File: src/rtl/umc_pkg.sv
package umc_pkg;
  localparam int NSIG = 4;
  // Index of each modem signal in the internal status nibble (matches MSR bit order)
  localparam int IX_CTS = 0;
  localparam int IX_DSR = 1;
  localparam int IX_RI  = 2;
  localparam int IX_DCD = 3;

  typedef enum logic [1:0] {
    A_IEN = 2'd0,
    A_MCR = 2'd1,
    A_MSR = 2'd2,
    A_RSV = 2'd3
  } reg_addr_e;

  typedef struct packed {
    logic loop;
    logic out2;
    logic out1;
    logic rts;
    logic dtr;
  } mcr_t;

  localparam int MCR_W = $bits(mcr_t);
endpackage

File: src/rtl/umc_sync.sv
module umc_sync #(
  parameter int          W      = 4,
  parameter int          STAGES = 2,
  parameter logic [W-1:0] RST_VAL = '1
) (
  input  logic         clk,
  input  logic         rst_n,
  input  logic [W-1:0] d,
  output logic [W-1:0] q
);
  logic [W-1:0] stg [STAGES];

  for (genvar s = 0; s < STAGES; s++) begin : g_stage
    if (s == 0) begin : g_first
      always_ff @(posedge clk or negedge rst_n) begin
        if (!rst_n) stg[s] <= RST_VAL;
        else        stg[s] <= d;
      end
    end else begin : g_next
      always_ff @(posedge clk or negedge rst_n) begin
        if (!rst_n) stg[s] <= RST_VAL;
        else        stg[s] <= stg[s-1];
      end
    end
  end

  assign q = stg[STAGES-1];
endmodule

File: src/rtl/umc_status.sv
module umc_status
  import umc_pkg::*;
#(
  parameter int N = NSIG
) (
  input  logic         clk,
  input  logic         rst_n,
  input  logic [N-1:0] cur,
  input  logic         clr,
  output logic [N-1:0] chg,
  output logic [N-1:0] delta
);
  logic [N-1:0] prev_q;
  logic [N-1:0] delta_q;

  for (genvar i = 0; i < N; i++) begin : g_edge
    if (i == IX_RI) begin : g_trail
      assign chg[i] = prev_q[i] & ~cur[i];
    end else begin : g_any
      assign chg[i] = prev_q[i] ^ cur[i];
    end
  end

  always_ff @(posedge clk or negedge rst_n) begin
    if (!rst_n) begin
      prev_q  <= '0;
      delta_q <= '0;
    end else begin
      prev_q  <= cur;
      // a fresh change wins over a clearing read
      delta_q <= (clr ? '0 : delta_q) | chg;
    end
  end

  assign delta = delta_q;
endmodule

File: src/rtl/umc_ctrl.sv
module umc_ctrl
  import umc_pkg::*;
#(
  parameter int DATA_W = 8
) (
  input  logic              clk,
  input  logic              rst_n,
  input  logic              strap_i,
  input  logic              wr,
  input  reg_addr_e         addr,
  input  logic [DATA_W-1:0] wdata,
  output mcr_t              mcr,
  output logic              ien,
  output logic              strap_q,
  output logic              dtr_n,
  output logic              rts_n,
  output logic              out1_n,
  output logic              out2_n
);
  mcr_t mcr_q;
  logic ien_q;
  logic strap_r;
  logic wdata_unused;

  assign wdata_unused = ^wdata[DATA_W-1:MCR_W];

  // strap captured for as long as reset is held
  always_ff @(posedge clk) begin
    if (!rst_n) strap_r <= strap_i;
  end

  always_ff @(posedge clk or negedge rst_n) begin
    if (!rst_n) begin
      mcr_q <= '0;
      ien_q <= 1'b0;
    end else if (wr) begin
      if (addr == A_MCR) mcr_q <= mcr_t'(wdata[MCR_W-1:0]);
      if (addr == A_IEN) ien_q <= wdata[0];
    end
  end

  logic dtr_act;
  assign dtr_act = mcr_q.dtr & ~(mcr_q.loop & strap_r);

  assign dtr_n   = ~dtr_act;
  assign rts_n   = ~(mcr_q.rts  & ~mcr_q.loop);
  assign out1_n  = ~(mcr_q.out1 & ~mcr_q.loop);
  assign out2_n  = ~(mcr_q.out2 & ~mcr_q.loop);
  assign mcr     = mcr_q;
  assign ien     = ien_q;
  assign strap_q = strap_r;
endmodule

File: src/rtl/uart_modem_ctl.sv
module uart_modem_ctl
  import umc_pkg::*;
#(
  parameter int SYNC_STAGES = 2,
  parameter int DATA_W      = 8
) (
  input  logic              clk,
  input  logic              rst_n,
  input  logic              strap_dtr_hold,
  input  logic              reg_wr,
  input  logic              reg_rd,
  input  logic [1:0]        reg_addr,
  input  logic [DATA_W-1:0] reg_wdata,
  output logic [DATA_W-1:0] reg_rdata,
  input  logic              dcd_n,
  input  logic              dsr_n,
  input  logic              cts_n,
  input  logic              ri_n,
  output logic              dtr_n,
  output logic              rts_n,
  output logic              out1_n,
  output logic              out2_n,
  output logic              irq
);
  reg_addr_e        addr;
  logic [NSIG-1:0]  pins_n, pins_sync_n, loop_src, stat_cur, stat_chg, delta_q;
  mcr_t             mcr_q;
  logic             ien_q, strap_q, msr_clr;

  assign addr = reg_addr_e'(reg_addr);

  assign pins_n[IX_DCD] = dcd_n;
  assign pins_n[IX_RI]  = ri_n;
  assign pins_n[IX_DSR] = dsr_n;
  assign pins_n[IX_CTS] = cts_n;

  umc_sync #(.W(NSIG), .STAGES(SYNC_STAGES), .RST_VAL('1)) u_sync (
    .clk (clk),
    .rst_n (rst_n),
    .d (pins_n),
    .q (pins_sync_n)
  );

  umc_ctrl #(.DATA_W(DATA_W)) u_ctrl (
    .clk (clk),
    .rst_n (rst_n),
    .strap_i (strap_dtr_hold),
    .wr (reg_wr),
    .addr (addr),
    .wdata (reg_wdata),
    .mcr (mcr_q),
    .ien (ien_q),
    .strap_q (strap_q),
    .dtr_n (dtr_n),
    .rts_n (rts_n),
    .out1_n (out1_n),
    .out2_n (out2_n)
  );

  // loopback wiring of control bits onto status inputs
  assign loop_src[IX_DCD] = mcr_q.out2;
  assign loop_src[IX_RI]  = mcr_q.out1;
  assign loop_src[IX_DSR] = mcr_q.dtr;
  assign loop_src[IX_CTS] = mcr_q.rts;

  assign stat_cur = mcr_q.loop ? loop_src : ~pins_sync_n;
  assign msr_clr  = reg_rd && (addr == A_MSR);

  umc_status #(.N(NSIG)) u_status (
    .clk (clk),
    .rst_n (rst_n),
    .cur (stat_cur),
    .clr (msr_clr),
    .chg (stat_chg),
    .delta (delta_q)
  );

  always_comb begin
    reg_rdata = '0;
    if (reg_rd) begin
      unique case (addr)
        A_IEN: reg_rdata[0] = ien_q;
        A_MCR: reg_rdata[MCR_W-1:0] = mcr_q;
        A_MSR: reg_rdata[2*NSIG-1:0] = {stat_cur, delta_q};
        A_RSV: reg_rdata = '0;
      endcase
    end
  end

  assign irq = ien_q & (|delta_q);
endmodule

File: config.mk
export PLATFORM = sky130hd
export DESIGN_NAME = uart_modem_ctl
export DESIGN_NICKNAME = d
export VERILOG_FILES = /design/src/rtl/umc_pkg.sv /design/src/rtl/umc_sync.sv /design/src/rtl/umc_status.sv /design/src/rtl/umc_ctrl.sv /design/src/rtl/uart_modem_ctl.sv
export SDC_FILE = /design/constraint.sdc
export NUM_CORES = 1
export LEC_CHECK = 0
export BUFFER_PORTS_ARGS = -buffer_cell sky130_fd_sc_hd__buf_2
export CAP_MARGIN = 5
export CORE_MARGIN = 2
export CORE_UTILIZATION = 46
export CTS_BUF_LIST = sky130_fd_sc_hd__clkbuf_8
export DETAILED_ROUTE_END_ITERATION = 16
export PLACE_DENSITY_LB_ADDON = 0.05
export SYNTH_ARGS = -nofsm -noshare
export SYNTH_HDL_FRONTEND = slang
export SYNTH_SLANG_ARGS = --single-unit
File: constraint.sdc
create_clock -name clk -period 1.1 [get_ports clk]
set_input_delay 0.055 -clock clk [delete_from_list [all_inputs] [get_ports clk]]
set_output_delay 0.055 -clock clk [all_outputs]
set_load 0.02 [all_outputs]
==> results <==
- The number of global-route vias before repair came to 831.
- From left edge to right edge, the die measures 50.85 µm.
- The number of nets in the finished design is 168.
- The number of warnings reported in the yosys synthesis log is 0.
- The highest fanout seen on the critical path is 6.
- The final instance count without filler cells is 171.
- Summing every instance area after synthesis gives 1010 µm².
- The number of max-cap violations is 0.
- The worst setup path category is reg -> out.
- For hold timing, the worst endpoint is u_ctrl.mcr[3]$_DFFE_PN0P_.
- Yosys mapped a number of flops with a built-in enable equal to 1.
- The final hold violation count was 0.
- The biggest cell delay along the critical path is 0.46 ns.
- The final core utilization is 0.7748.
- The fraction of layout instances using a drive strength above 1 is 0.5903.
- At the end of routability-driven placement, the weighted congestion stood at 0.7772.
- The worst reg2reg path endpoint is u_status.delta[1]$_DFF_PN0_.
- Summing over every cut layer, the via total after detailed routing is 821.
- For the worst flop-to-flop path, the logic depth is 5.
- Hold timing on the final database bottoms out at a slack of 0.02535 ns.
- Using the TritonRoute via totals, the vias-per-cell ratio works out to 4.801.
- Dividing total power by cell area gives a power density of 1537 nW/µm².
- The number of antenna diodes in the final layout is 0.
- After layout, the minimum clock period comes to 1.396 ns.
- The initial utilization of the core area, before any placement, comes to 0.4994.
- TritonCTS built the clock tree.
- The area inside the core boundary is 2022 µm².
- The part of the Yosys area used for sequential elements is 0.5849.
- Across all setup checks in the final design, the least slack found is -0.2962 ns.
- The filler cells instantiated in the layout total 145.
- The final worst-path cycle share is 1.269.
- The hold-critical path depth is 2.
- The arrival time reported for the critical path endpoint is 1.34 ns.
- The post-synthesis cell count is 87.
- After clock tree synthesis, the clock-pin slew on the worst setup and hold paths is 0.08 ns.
- Summed over all cells, the static leakage comes to 0.7547 nW.
- The number of sinks on the clock net is 23.
- The worst min-delay path category is in -> reg.
- The checks that failed: setup timing.
- The first detailed-routing pass took 4 iterations.
- Summing all flip-flop and latch instances after layout gives 594.3 µm².
- The async set or reset register ratio after synthesis is 0.9565.
- Once detailed placement completed, the half-perimeter wirelength came to 1.510 mm.
- The setup slack at placement is -0.1128 ns.
- The insertion delay of the later-clocked pin in the worst-skew pair is 0.26 ns.
- The placement-stage cell area is 1256 µm².
- Overall power consumption after layout is estimated at 2.407 mW.
- The final antenna-violating net count is 0.
- In the global route stage, met1 resource usage came out at 0.2233.
- Summed over all layers, the global routing overflow is 0.
- Setup repair after global routing could not meet its margin everywhere.
- The die height is 50.85 µm.
- For met2 alone, demand over resource in global routing was 0.3399.
- STA classifies the critical path endpoint as a primary output.
- Clock tree synthesis inserted a total of 3 buffers.
- Yosys mapped the design onto 25 distinct sky130hd cell types.
- For this design the top-level I/O count stands at 32.
- The post-synthesis average cell area is 11.61 µm².
- CTS built an H-tree with a depth of 1.
- The required time of the critical path is 1.04 ns.
- The quantity of I/O buffers inserted on ports is 28.
- Including well taps, the total number of placed cells is 151.
- The starting DRC count in detailed routing is 9.
- Counting every net in the synthesized netlist gives 110.
- Among all flip-flop cells after synthesis, the most frequent one is sky130_fd_sc_hd__dfrtp_1.
- The critical path goes through buf_6 > or2_4 > a21oi_2 > buf_4.
- With fillers left out, the area of the finished cells amounts to 1567 µm².
- The die covers 2586 µm².
- The flop and latch count out of synthesis is 23.
- Adding up every negative setup slack in the final design gives -2.527 ns.
- For the final database, setup skew stands at 0.003639 ns.
- For met3 alone, demand over resource in global routing was 0.04386.
- The register-to-register setup slack is -0.13 ns.
- The reg-to-reg critical path startpoint is u_ctrl.mcr[4]$_DFFE_PN0P_.
- The worst supply voltage drop on vdd is 0.001153 V.
- Counting along the longest clock path gives a buffer depth of 2.
- Timing would allow up to 0.7163 GHz.
- The pin count of the biggest net entering global routing is 23.
- The global-route layer with the greatest usage is met2.
- The area growth from synthesis to final layout is 55.14%.
- The floorplan has 16 rows.
- The launch point of the worst hold path is reg_wdata[3].
- In the final layout, the multi-input gates occupy 455.4 µm².
- The root buffer cell chosen for the clock tree is sky130_fd_sc_hd__clkbuf_8.
- The number of design rule violations left after detail routing is 0.
- The worst pin sits at a relative slew slack of 0.7923.
- For this design, the slowest cell found on the critical path is sky130_fd_sc_hd__dfrtp_2.
- The total track usage is 0.1883.
- The count of final max-slew check failures is 0.
- STA classifies the critical path startpoint as a flop.
- In the final routed layout, each cell accounts on average for 12.92 µm.
- The routed design has 2.209 mm of wire.
- At the pin with the least slew margin, the transition time is 0.3109 ns.
- The initial antenna violation count is 0.
- The final-report setup violation count is 16.
- The run finished, with violations left.
- The first global-routing pass estimated 3.539 mm of wire.
==> registers in the layout, summed over array words and instances (netlist names) <==
signal           cells
u_status.delta       4
u_ctrl.mcr           5
u_sync.q             4
u_ctrl.ien           1
u_sync.stg           4
u_status.prev_q      4
u_ctrl.strap_q       1
==> critical path: cells and delay by family, from the launching register on <==
kind | cells | cell delay, ns
AO/OA/AOI/OAI | 1 | 0.11
AND/OR/NAND/NOR | 1 | 0.23
buffers and inverters | 2 | 0.29
flip-flops | 1 | 0.46
==> layout make-up <==
cell class | instances | area share
multi-input cells | 58 | 0.2907
clock inverters | 1 | 0.002396
flip-flops and latches | 23 | 0.3794
well taps | 27 | 0.02157
repair buffers | 54 | 0.2676
clock buffers | 3 | 0.02636
inverters | 5 | 0.01198
==> what timing repair did <==
item | in CTS | in global routing
setup endpoints to repair | 17 | 18
gates resized for setup | 32 | 9
buffers inserted | 9 | 2
hold endpoints to repair | 19 | 0
hold buffers | 6 | 0
pin swaps | 11 | 6
gates cloned | 0 | 0
==> how the worst max path moves through the flow <==
stage,startpoint,end,slack (ns),depth (start not counted)
5_1_grt,u_ctrl.mcr[4]$_DFFE_PN0P_,reg_rdata[5],-0.37,4
3_3_place_gp,u_sync.q[0]$_DFF_PN1_,u_status.delta[0]$_DFF_PN0_,-0.09,3
2_1_floorplan,u_sync.q[0]$_DFF_PN1_,u_status.delta[0]$_DFF_PN0_,-0.08,3
4_1_cts,u_ctrl.mcr[4]$_DFFE_PN0P_,reg_rdata[5],-0.30,4
6_report,u_ctrl.mcr[4]$_DFFE_PN0P_,reg_rdata[5],-0.30,4
3_5_place_dp,u_ctrl.mcr[4]$_DFFE_PN0P_,u_status.delta[0]$_DFF_PN0_,-0.11,3
==> cell usage after synthesis (all sizes together) (2+ instances only) <==
master / instances / share of area
nor2: 6 / 0.022
dfstp: 8 / 0.21
inv: 5 / 0.019
a22oi: 4 / 0.030
a22o: 2 / 0.017
o21ai: 4 / 0.020
or3: 2 / 0.012
dfrtp: 14 / 0.35
ha: 4 / 0.050
or2: 2 / 0.012
nand3: 3 / 0.015
nand2: 12 / 0.045
nand2b: 3 / 0.019
mux2: 6 / 0.067
and2: 2 / 0.012
a21oi: 2 / 0.0099
==> kinds of logic after synthesis <==
logic type,Yosys count,synth area share
flip-flops,23,0.5849
AO/OA/AOI/OAI,14,0.09542
buffers and inverters,6,0.02974
AND/OR/NAND/NOR,33,0.1636
multiplexers,7,0.07682
adder cells (fa/ha/maj),4,0.04957
==> per-layer routing <==
metal | wire, µm | share of wire
met5 | 0 | 0
met4 | 14 | 0.0063
met3 | 106 | 0.048
met2 | 1131 | 0.51
met1 | 956 | 0.43
==> power breakdown <==
part | internal (mW) | switching [mW]
Sequential | 0.989 | 0.101
Combinational | 0.479 | 0.337
Clock | 0.248 | 0.253
==> cells in the final DEF, fill, tap and decap left out, types with 2 or more instances in the layout <==
master / count
sky130_fd_sc_hd__a22oi_2: 3
sky130_fd_sc_hd__nand2_1: 10
sky130_fd_sc_hd__dlygate4sd3_1: 6
sky130_fd_sc_hd__nand2b_4: 3
sky130_fd_sc_hd__o21ai_0: 2
sky130_fd_sc_hd__nor2_1: 5
sky130_fd_sc_hd__buf_6: 11
sky130_fd_sc_hd__dfrtp_1: 11
sky130_fd_sc_hd__buf_2: 17
sky130_fd_sc_hd__a22o_1: 2
sky130_fd_sc_hd__nand3_1: 3
sky130_fd_sc_hd__inv_1: 6
sky130_fd_sc_hd__buf_4: 20
sky130_fd_sc_hd__dfrtp_2: 3
sky130_fd_sc_hd__dfstp_2: 8
sky130_fd_sc_hd__ha_1: 4
sky130_fd_sc_hd__nand2_2: 2
sky130_fd_sc_hd__or3_1: 2
sky130_fd_sc_hd__mux2_2: 6
sky130_fd_sc_hd__clkbuf_8: 3
(Power assumes the default switching activity.)
